$ cat src/rtl/rot_arb_pkg.sv
package rot_arb_pkg;
  // strobes from the sequencing control to the identifier datapath
  typedef struct packed {
    logic reload;  // load every number from its hardware identifier
    logic grant;   // arbitrate the active mask on this edge
    logic last;    // this grant closes a sequence
  } arbCtrl_t;
endpackage

$ cat src/rtl/rot_arb_ctrl.sv
module rot_arb_ctrl
  import rot_arb_pkg::*;
#(
  parameter int NUM_AGENTS = 8
) (
  input  logic                  clk,
  input  logic                  rstN,
  input  logic [NUM_AGENTS-1:0] reqMask,
  input  logic                  arbStrobe,
  input  logic                  seqStrobe,
  input  logic                  resyncStrobe,
  output arbCtrl_t              ctrl,
  output logic [NUM_AGENTS-1:0] activeMask
);
  localparam int CNT_W = $clog2(NUM_AGENTS + 1);

  logic                  busy, busyNext;
  logic [CNT_W-1:0]      remaining, remainingNext;
  logic [NUM_AGENTS-1:0] heldMask, heldMaskNext;
  logic [CNT_W-1:0]      reqCount;

  always_comb begin
    reqCount = '0;
    for (int i = 0; i < NUM_AGENTS; i++) begin
      reqCount = reqCount + CNT_W'(reqMask[i]);
    end
  end

  always_comb begin
    ctrl          = '0;
    busyNext      = busy;
    remainingNext = remaining;
    heldMaskNext  = heldMask;
    activeMask    = busy ? heldMask : reqMask;
    if (resyncStrobe) begin
      ctrl.reload = 1'b1;
      busyNext    = 1'b0;
    end else if (busy) begin
      ctrl.grant    = 1'b1;
      ctrl.last     = (remaining == CNT_W'(1));
      remainingNext = remaining - CNT_W'(1);
      busyNext      = (remaining != CNT_W'(1));
    end else if (seqStrobe && (reqMask != '0)) begin
      ctrl.grant    = 1'b1;
      ctrl.last     = (reqCount == CNT_W'(1));
      heldMaskNext  = reqMask;
      remainingNext = reqCount - CNT_W'(1);
      busyNext      = (reqCount != CNT_W'(1));
    end else if (arbStrobe && (reqMask != '0)) begin
      ctrl.grant = 1'b1;
    end
  end

  always_ff @(posedge clk) begin
    if (!rstN) begin
      busy      <= 1'b0;
      remaining <= '0;
      heldMask  <= '0;
    end else begin
      busy      <= busyNext;
      remaining <= remainingNext;
      heldMask  <= heldMaskNext;
    end
  end
endmodule

$ cat src/rtl/rot_arb_datapath.sv
module rot_arb_datapath
  import rot_arb_pkg::*;
#(
  parameter int NUM_AGENTS = 8,
  parameter int ID_W       = 4
) (
  input  logic                       clk,
  input  logic                       rstN,
  input  logic [NUM_AGENTS*ID_W-1:0] agentId,
  input  arbCtrl_t                   ctrl,
  input  logic [NUM_AGENTS-1:0]      activeMask,
  output logic [$clog2(NUM_AGENTS)-1:0] winnerIdx,
  output logic                       winnerValid,
  output logic                       seqDone,
  output logic [NUM_AGENTS*ID_W-1:0] arbIds
);
  localparam int IDX_W = $clog2(NUM_AGENTS);
  localparam logic [ID_W-1:0] ID_MAX = '1;

  logic [ID_W-1:0]  idReg [NUM_AGENTS];
  logic [IDX_W-1:0] winSel;
  logic [ID_W-1:0]  winId;
  logic             found;

  // ascending scan with strict compare: ties go to the lowest index
  always_comb begin
    winSel = '0;
    winId  = '0;
    found  = 1'b0;
    for (int i = 0; i < NUM_AGENTS; i++) begin
      if (activeMask[i] && (!found || (idReg[i] > winId))) begin
        found  = 1'b1;
        winSel = IDX_W'(i);
        winId  = idReg[i];
      end
    end
  end

  for (genvar g = 0; g < NUM_AGENTS; g++) begin : gAgent
    always_ff @(posedge clk) begin
      if (!rstN || ctrl.reload) begin
        idReg[g] <= agentId[g*ID_W +: ID_W];
      end else if (ctrl.grant) begin
        if (winSel == IDX_W'(g)) begin
          idReg[g] <= '0;
        end else if (idReg[g] == ID_MAX) begin
          idReg[g] <= winId + ID_W'(1);
        end else begin
          idReg[g] <= idReg[g] + ID_W'(1);
        end
      end
    end
    assign arbIds[g*ID_W +: ID_W] = idReg[g];
  end

  always_ff @(posedge clk) begin
    if (!rstN) begin
      winnerIdx   <= '0;
      winnerValid <= 1'b0;
      seqDone     <= 1'b0;
    end else begin
      winnerValid <= ctrl.grant;
      seqDone     <= ctrl.grant && ctrl.last;
      if (ctrl.grant) begin
        winnerIdx <= winSel;
      end
    end
  end
endmodule

$ cat src/rtl/rot_bus_arbiter.sv
module rot_bus_arbiter
  import rot_arb_pkg::*;
#(
  parameter int NUM_AGENTS = 8,
  parameter int ID_W       = 4
) (
  input  logic                          clk,
  input  logic                          rstN,
  input  logic [NUM_AGENTS*ID_W-1:0]    agentId,
  input  logic [NUM_AGENTS-1:0]         reqMask,
  input  logic                          arbStrobe,
  input  logic                          seqStrobe,
  input  logic                          resyncStrobe,
  output logic [$clog2(NUM_AGENTS)-1:0] winnerIdx,
  output logic                          winnerValid,
  output logic                          seqDone,
  output logic [NUM_AGENTS*ID_W-1:0]    arbIds
);
  arbCtrl_t              ctrl;
  logic [NUM_AGENTS-1:0] activeMask;

  rot_arb_ctrl #(.NUM_AGENTS(NUM_AGENTS)) u_ctrl (
    .clk(clk), .rstN(rstN), .reqMask(reqMask), .arbStrobe(arbStrobe),
    .seqStrobe(seqStrobe), .resyncStrobe(resyncStrobe),
    .ctrl(ctrl), .activeMask(activeMask)
  );

  rot_arb_datapath #(.NUM_AGENTS(NUM_AGENTS), .ID_W(ID_W)) u_dp (
    .clk(clk), .rstN(rstN), .agentId(agentId), .ctrl(ctrl),
    .activeMask(activeMask), .winnerIdx(winnerIdx),
    .winnerValid(winnerValid), .seqDone(seqDone), .arbIds(arbIds)
  );
endmodule

$ cat config.mk
export PLATFORM = sky130hd
export DESIGN_NAME = rot_bus_arbiter
export DESIGN_NICKNAME = d
export VERILOG_FILES = /design/src/rtl/rot_arb_pkg.sv /design/src/rtl/rot_arb_ctrl.sv /design/src/rtl/rot_arb_datapath.sv /design/src/rtl/rot_bus_arbiter.sv
export SDC_FILE = /design/constraint.sdc
export NUM_CORES = 1
export LEC_CHECK = 0
export BUFFER_PORTS_ARGS = -buffer_cell sky130_fd_sc_hd__clkbuf_2
export CAP_MARGIN = 40
export CORE_ASPECT_RATIO = 1.25
export CORE_MARGIN = 1.5
export CORE_UTILIZATION = 52
export CTS_CLUSTER_SIZE = 28
export DETAILED_ROUTE_END_ITERATION = 12
export PLACE_DENSITY = 0.79
export SETUP_SLACK_MARGIN = 0.1
export SYNTH_ARGS = -nofsm -noshare
export SYNTH_HDL_FRONTEND = slang
export SYNTH_HIERARCHICAL = 1
export SYNTH_SLANG_ARGS = --single-unit
$ cat constraint.sdc
create_clock -name clk -period 12 [get_ports clk]
set_input_delay 1.8 -clock clk [delete_from_list [all_inputs] [get_ports clk]]
set_output_delay 1.8 -clock clk [all_outputs]
set_load 0.05 [all_outputs]
After elaboration in Yosys (flattened, before gate mapping). Memories as Yosys holds them, arrays and structs flattened. Cells that the tools add are included.

Bits of input ports: 45. Register bits after elaboration: 18. Word-level logic and storage cells: 281. Memories kept: 1. Bits in writable memories: 32. Output and inout bits: 37.

Memory list: u_dp.idReg (depth 8, bits a word 4, rd ports 8, clocked after Yosys merged registers in 0, wr ports 8, RTL line rot_arb_datapath.sv:20) `logic [ID_W-1:0] idReg [NUM_AGENTS];`.

$lt $le $gt $ge: 7. Add/subtract/negate cells: 18. Multiplexer cells: 171. Eq/ne operators: 19. Reductions and logical operators: 32. Bitwise gates (word level): 27.

Operators by type and width (count): 4-bit 2-to-1 mux (34); 1-bit 2-to-1 mux (128); 4-bit by 1-bit adder with 4-bit output, second input constant (9); 4-bit equality test, second input constant (8); 4-bit greater-than comparator (7); 4-bit by 1-bit adder with 4-bit output (6); 1-bit OR (24); 3-bit equality test, second input constant (4); 3-bit 2-to-1 mux (4); 1-bit logical AND (10); 4-bit by 1-bit equality test with 1-bit output, second input constant (2); 1-bit zero test (8); 1-bit logical OR (8); 2-bit 2-to-1 mux (4); 8-bit 2-to-1 mux (1); 4-bit by 1-bit != test with 1-bit output, second input constant (2); 8-bit nonzero test (1); 4-bit by 1-bit subtractor with 4-bit output, second input constant (2); 3-bit by 2-bit equality test with 1-bit output, second input constant (2); 3-bit by 1-bit equality test with 1-bit output, second input constant (1); 3-bit zero test (1); 1-bit NOT (3); 3-bit AND reduction (1); 1-bit by 1-bit adder with 2-bit output (1); other kinds (3) (3).

Depth between registers and ports, before layout.
Depth after elaboration: 38. Depth in mapped cells: 62. Gate-level depth less buffers: 55.

Cells and area by module. Netlist, hierarchy kept.

By module, submodules not included: rot_arb_datapath (times used 1, cells an instance 423, sequential area each 1061.0 µm², area each 3601.0 µm²); rot_arb_ctrl (times used 1, cells an instance 124, sequential area each 260.2 µm², area each 1051.0 µm²).

Least setup slack after synthesis. Ideal clock, no wire load.

Path kind: input -> register. Start point: input reqMask[0]. End point: memory u_dp.idReg[1][1] (netlist: u_dp/idReg[0][5]), data pin. Path buffers: 6. Data required time: 11.744 ns. Setup time: 0.256 ns. Cell stages on the path: 54. Arrival: 12.451 ns. Setup slack: -0.708 ns. Cells stage by stage: inv_1 o21ai_0 buf_6 nand2_1 ha_1 nand2_1 o21bai_1 a21oi_2 mux2_2 ha_1 nor2b_1 o211ai_1 a21o_1 clkbuf_1 a21o_1 ha_1 and3b_1 a2111oi_2 [18 not listed] ha_1 nor2b_1 o211ai_1 a21oi_1 a21oi_2 clkbuf_1 nor2_1 a21o_1 ha_1 a21oi_1 o21ai_0 a32o_1 buf_2 o31ai_2 o21a_1 ha_1 mux2_2 a22o_1.

RTL lines: start, declared (RTL line rot_bus_arbiter.sv:10) `input logic [NUM_AGENTS-1:0] reqMask,`; end, declared (RTL line rot_arb_datapath.sv:20).

==> metrics.cfg <==
[synth]
syn_avg_cell_area_um2 = 8.50
synth-seq-cells = 50
async_flop_share = 0
ys_seq_area_frac = 0.284
synthTopCellsByArea = edfxtp_1 (21%), ha_1 (12%), dfxtp_1 (7.7%)
yosysUniqueCellTypes = 77
yosysTopAreaCell = edfxtp_1
syn_area_um2 = 4650
syn-num-nets = 641
synth_ff_type = edfxtp_1
synth_top_cell_area_share = 0.207
yosys_warnings = 6
synth_edf_count = 32
syn_inst = 547

[cells_and_area]
drive_gt1_frac = 0.384
syn_to_final_growth_pct = 41.3
fillers = 596
seq_area_um2 = 1320
nets = 812
stdcell_count = 839
diodes = 0
multiInputGateArea_um2 = 3620

[route]
dr.pass1.iters = 6
ant_nets = 0
drc = 0
drt_iter0_drc = 413
routedWlPerCell_um = 18.9
vias_per_cell = 6.21
routed_wl_um = 15900
routed-via-count = 5211

[critical_path]
critPathLaunchType = input port
crit_path_end_kind = register
cp.required_ps = 12090
path_common_cell = ha_4
worstReg2RegEnd = u_dp/idReg[0][15]
worstSetupPathType = in2reg
rrSetupSlack_ps = 910
cp_slowest_cell = mux2_4
cp.arrival_ps = 12140
reg2reg_depth = 51
cp_max_fo = 6
rr_startpoint = u_ctrl/busy
cpPeakStageDelay_ps = 360

[timing]
setup_slack_ps = -52.9
period_needed_ps = 12050
slew_viol_final = 0
worst_pin_slew_ps = 949
whs_ps = 516
rsz0062_at_grt = true
relSlewSlack = 0.361
max_clock_freq_ghz = 0.0830
skew_ps = 5.77
final-hold-violation-count = 0
finalCritPeriodShare = 1.00
setup_violations = 1

[worst_hold_path]
hold_path_depth = 2
hold_end = u_ctrl/remaining[2]
holdCritPathClass = reg2reg
min_from = u_ctrl/remaining[2]

[placement]
io_buffers = 81
post-dp-hpwl_um = 10800
gp_congestion = 0.908
dp.cells = 814

[global_routing]
grt_use_total = 0.294
grt_max_degree = 37
overflow = 0
grt_pass1_wl_um = 21700
antenna_found_initial = 0
grt_pass1_vias = 4688

[pwr]
peakVddDrop_mv = 0.273
power_frac_seq = 0.121
switching_share = 0.489
powerDensity_nw_per_um2 = 319
power.share.clock = 0.063
power_leakage_nw = 2.98
p_switching_mw = 1.03
total_power_mw = 2.10
p_int_mw = 1.07
pwr-share-comb = 0.816

[outcome]
outcome = finished with violations
violations = setup timing

[floorplanning]
ios = 82
die_w_um = 87.6
initial_core_util = 0.535
die_y_um = 109
dieArea_um2 = 9530
core_area_um2 = 8700
rows = 38

[clock_tree]
clkSinkCount = 50
ctsLongestPathBuffers = 2
cts_tree = built
clkTransAtPathRegs_ps = 90
insertion_delay_ps = 320
cts_buffers = 5
ctsHtreeMaxLevel = 2
cts_hold_buffers = 0
root_buffer = clkbuf_8

[run]
maxCapViolCount = 0

synthesized netlist by cell type (all sizes together), types with 7 or more instances:
library cell / instances
a21o: 9
o31ai: 11
edfxtp: 32
nor2: 32
dfxtp: 18
o211ai: 8
nand4: 7
nor2b: 15
nor3: 8
a211oi: 9
nand3: 14
ha: 45
a21oi: 38
nand2: 74
mux2i: 20
buf: 7
o21ai: 51
inv: 40
clkbuf: 9
state kept, by name, indices dropped and copies added (netlist names):
register	count
u_ctrl/heldMask	8
u_dp/winnerIdx	3
u_dp/seqDone	1
u_ctrl/busy	1
u_dp/winnerValid	1
u_ctrl/remaining	4
u_dp/idReg	32
routing by layer:
layer  wire (um)  track usage  vias to the layer above
li1            -            -                     2377
met1        5890        0.333                     2442
met3        1080       0.0507                       97
met2        7960        0.524                      295
met5           0            0                        -
met4         940        0.145                        0
placed cells by master, fill, tap and decap left out, types with 7 or more instances in the layout:
cell      Yosys  routed
ha_4          0      10
nand2_1      74      67
o21ai_1       7       7
clkbuf_2      0      80
ha_1         45      33
a21oi_1      35      31
buf_4         1      91
a21o_1        9       9
nor2_1       31      28
o31ai_1       9       8
nor2b_1      15      12
buf_6         2       7
edfxtp_1     32      32
nand3_1      14      13
nand4_1       7       7
o21ai_0      44      37
dfxtp_1      18      18
inv_1        40      38
mux2i_1      20      17
o211ai_1      8       8
worst max-delay path by stage:
stage / end / start / cells after the start / slack [ps]
2_1_floorplan: u_dp/idReg[1][15] / reqMask[0] / 55 / 120
3_3_place_gp: u_dp/idReg[0][11] / reqMask[0] / 52 / -200
3_5_place_dp: u_dp/idReg[0][3] / reqMask[0] / 52 / -630
4_1_cts: u_dp/idReg[0][15] / reqMask[0] / 53 / 160
5_1_grt: u_dp/idReg[1][2] / reqMask[0] / 53 / -400
6_report: u_dp/idReg[0][15] / reqMask[0] / 52 / -50
final cells by class:
cell class | instances | area share
multi-input combinational | 441 | 0.551
sequential | 50 | 0.201
timing repair buffer | 179 | 0.181
inverter | 41 | 0.0234
tap | 120 | 0.0228
clock buffer | 8 | 0.0202
through the flow:
stage	area [um^2]	TNS, ps	setup slack, ps	util
3_5_place_dp	5860	-11170	-629	0.673
3_3_place_gp	5830	-1170	-204	0.670
2_1_floorplan	4780	0	121	-
6_report	6570	-52.9	-52.9	0.755
4_1_cts	6030	0	164	0.693
5_1_grt	6570	-6830	-403	0.755
kinds of logic (layout without fill, tap and decap cells):
| kind of cell | Yosys count | in the layout | synth area share |
|---|---|---|---|
| flops | 50 | 50 | 0.284 |
| mux | 24 | 24 | 0.0527 |
| fa+ha+maj | 49 | 49 | 0.138 |
| compound gates | 173 | 174 | 0.250 |
| xor+xnor | 5 | 5 | 0.0156 |
| simple gates | 189 | 189 | 0.208 |
| buf+inv | 57 | 228 | 0.0511 |
timing repair:
action                     CTS  global route
gates resized for setup      6            76
pin swaps                    0            46
buffers inserted             0            16
setup endpoints to repair   24            32
gates cloned                 0             1
power groups by stage:
stage | clock network, mW | registers (mW) | logic [mW]
final | 0.133 | 0.254 | 1.71
after global routing | 0.141 | 0.258 | 1.78
after CTS | 0.135 | 0.250 | 1.31
after detailed placement | 0 | 0.254 | 1.27
after global placement | 0 | 0.253 | 1.23
after floorplan | 0 | 0.311 | 0.695
critical path: cells and delay by family:
kind,cells,cell delay (ps)
AO/OA/AOI/OAI,24,5290
adder cells (fa/ha/maj),7,1880
AND/OR/NAND/NOR,11,1530
buffers and inverters,8,990
multiplexers,2,630
Power figures use the tool's default switching activity.
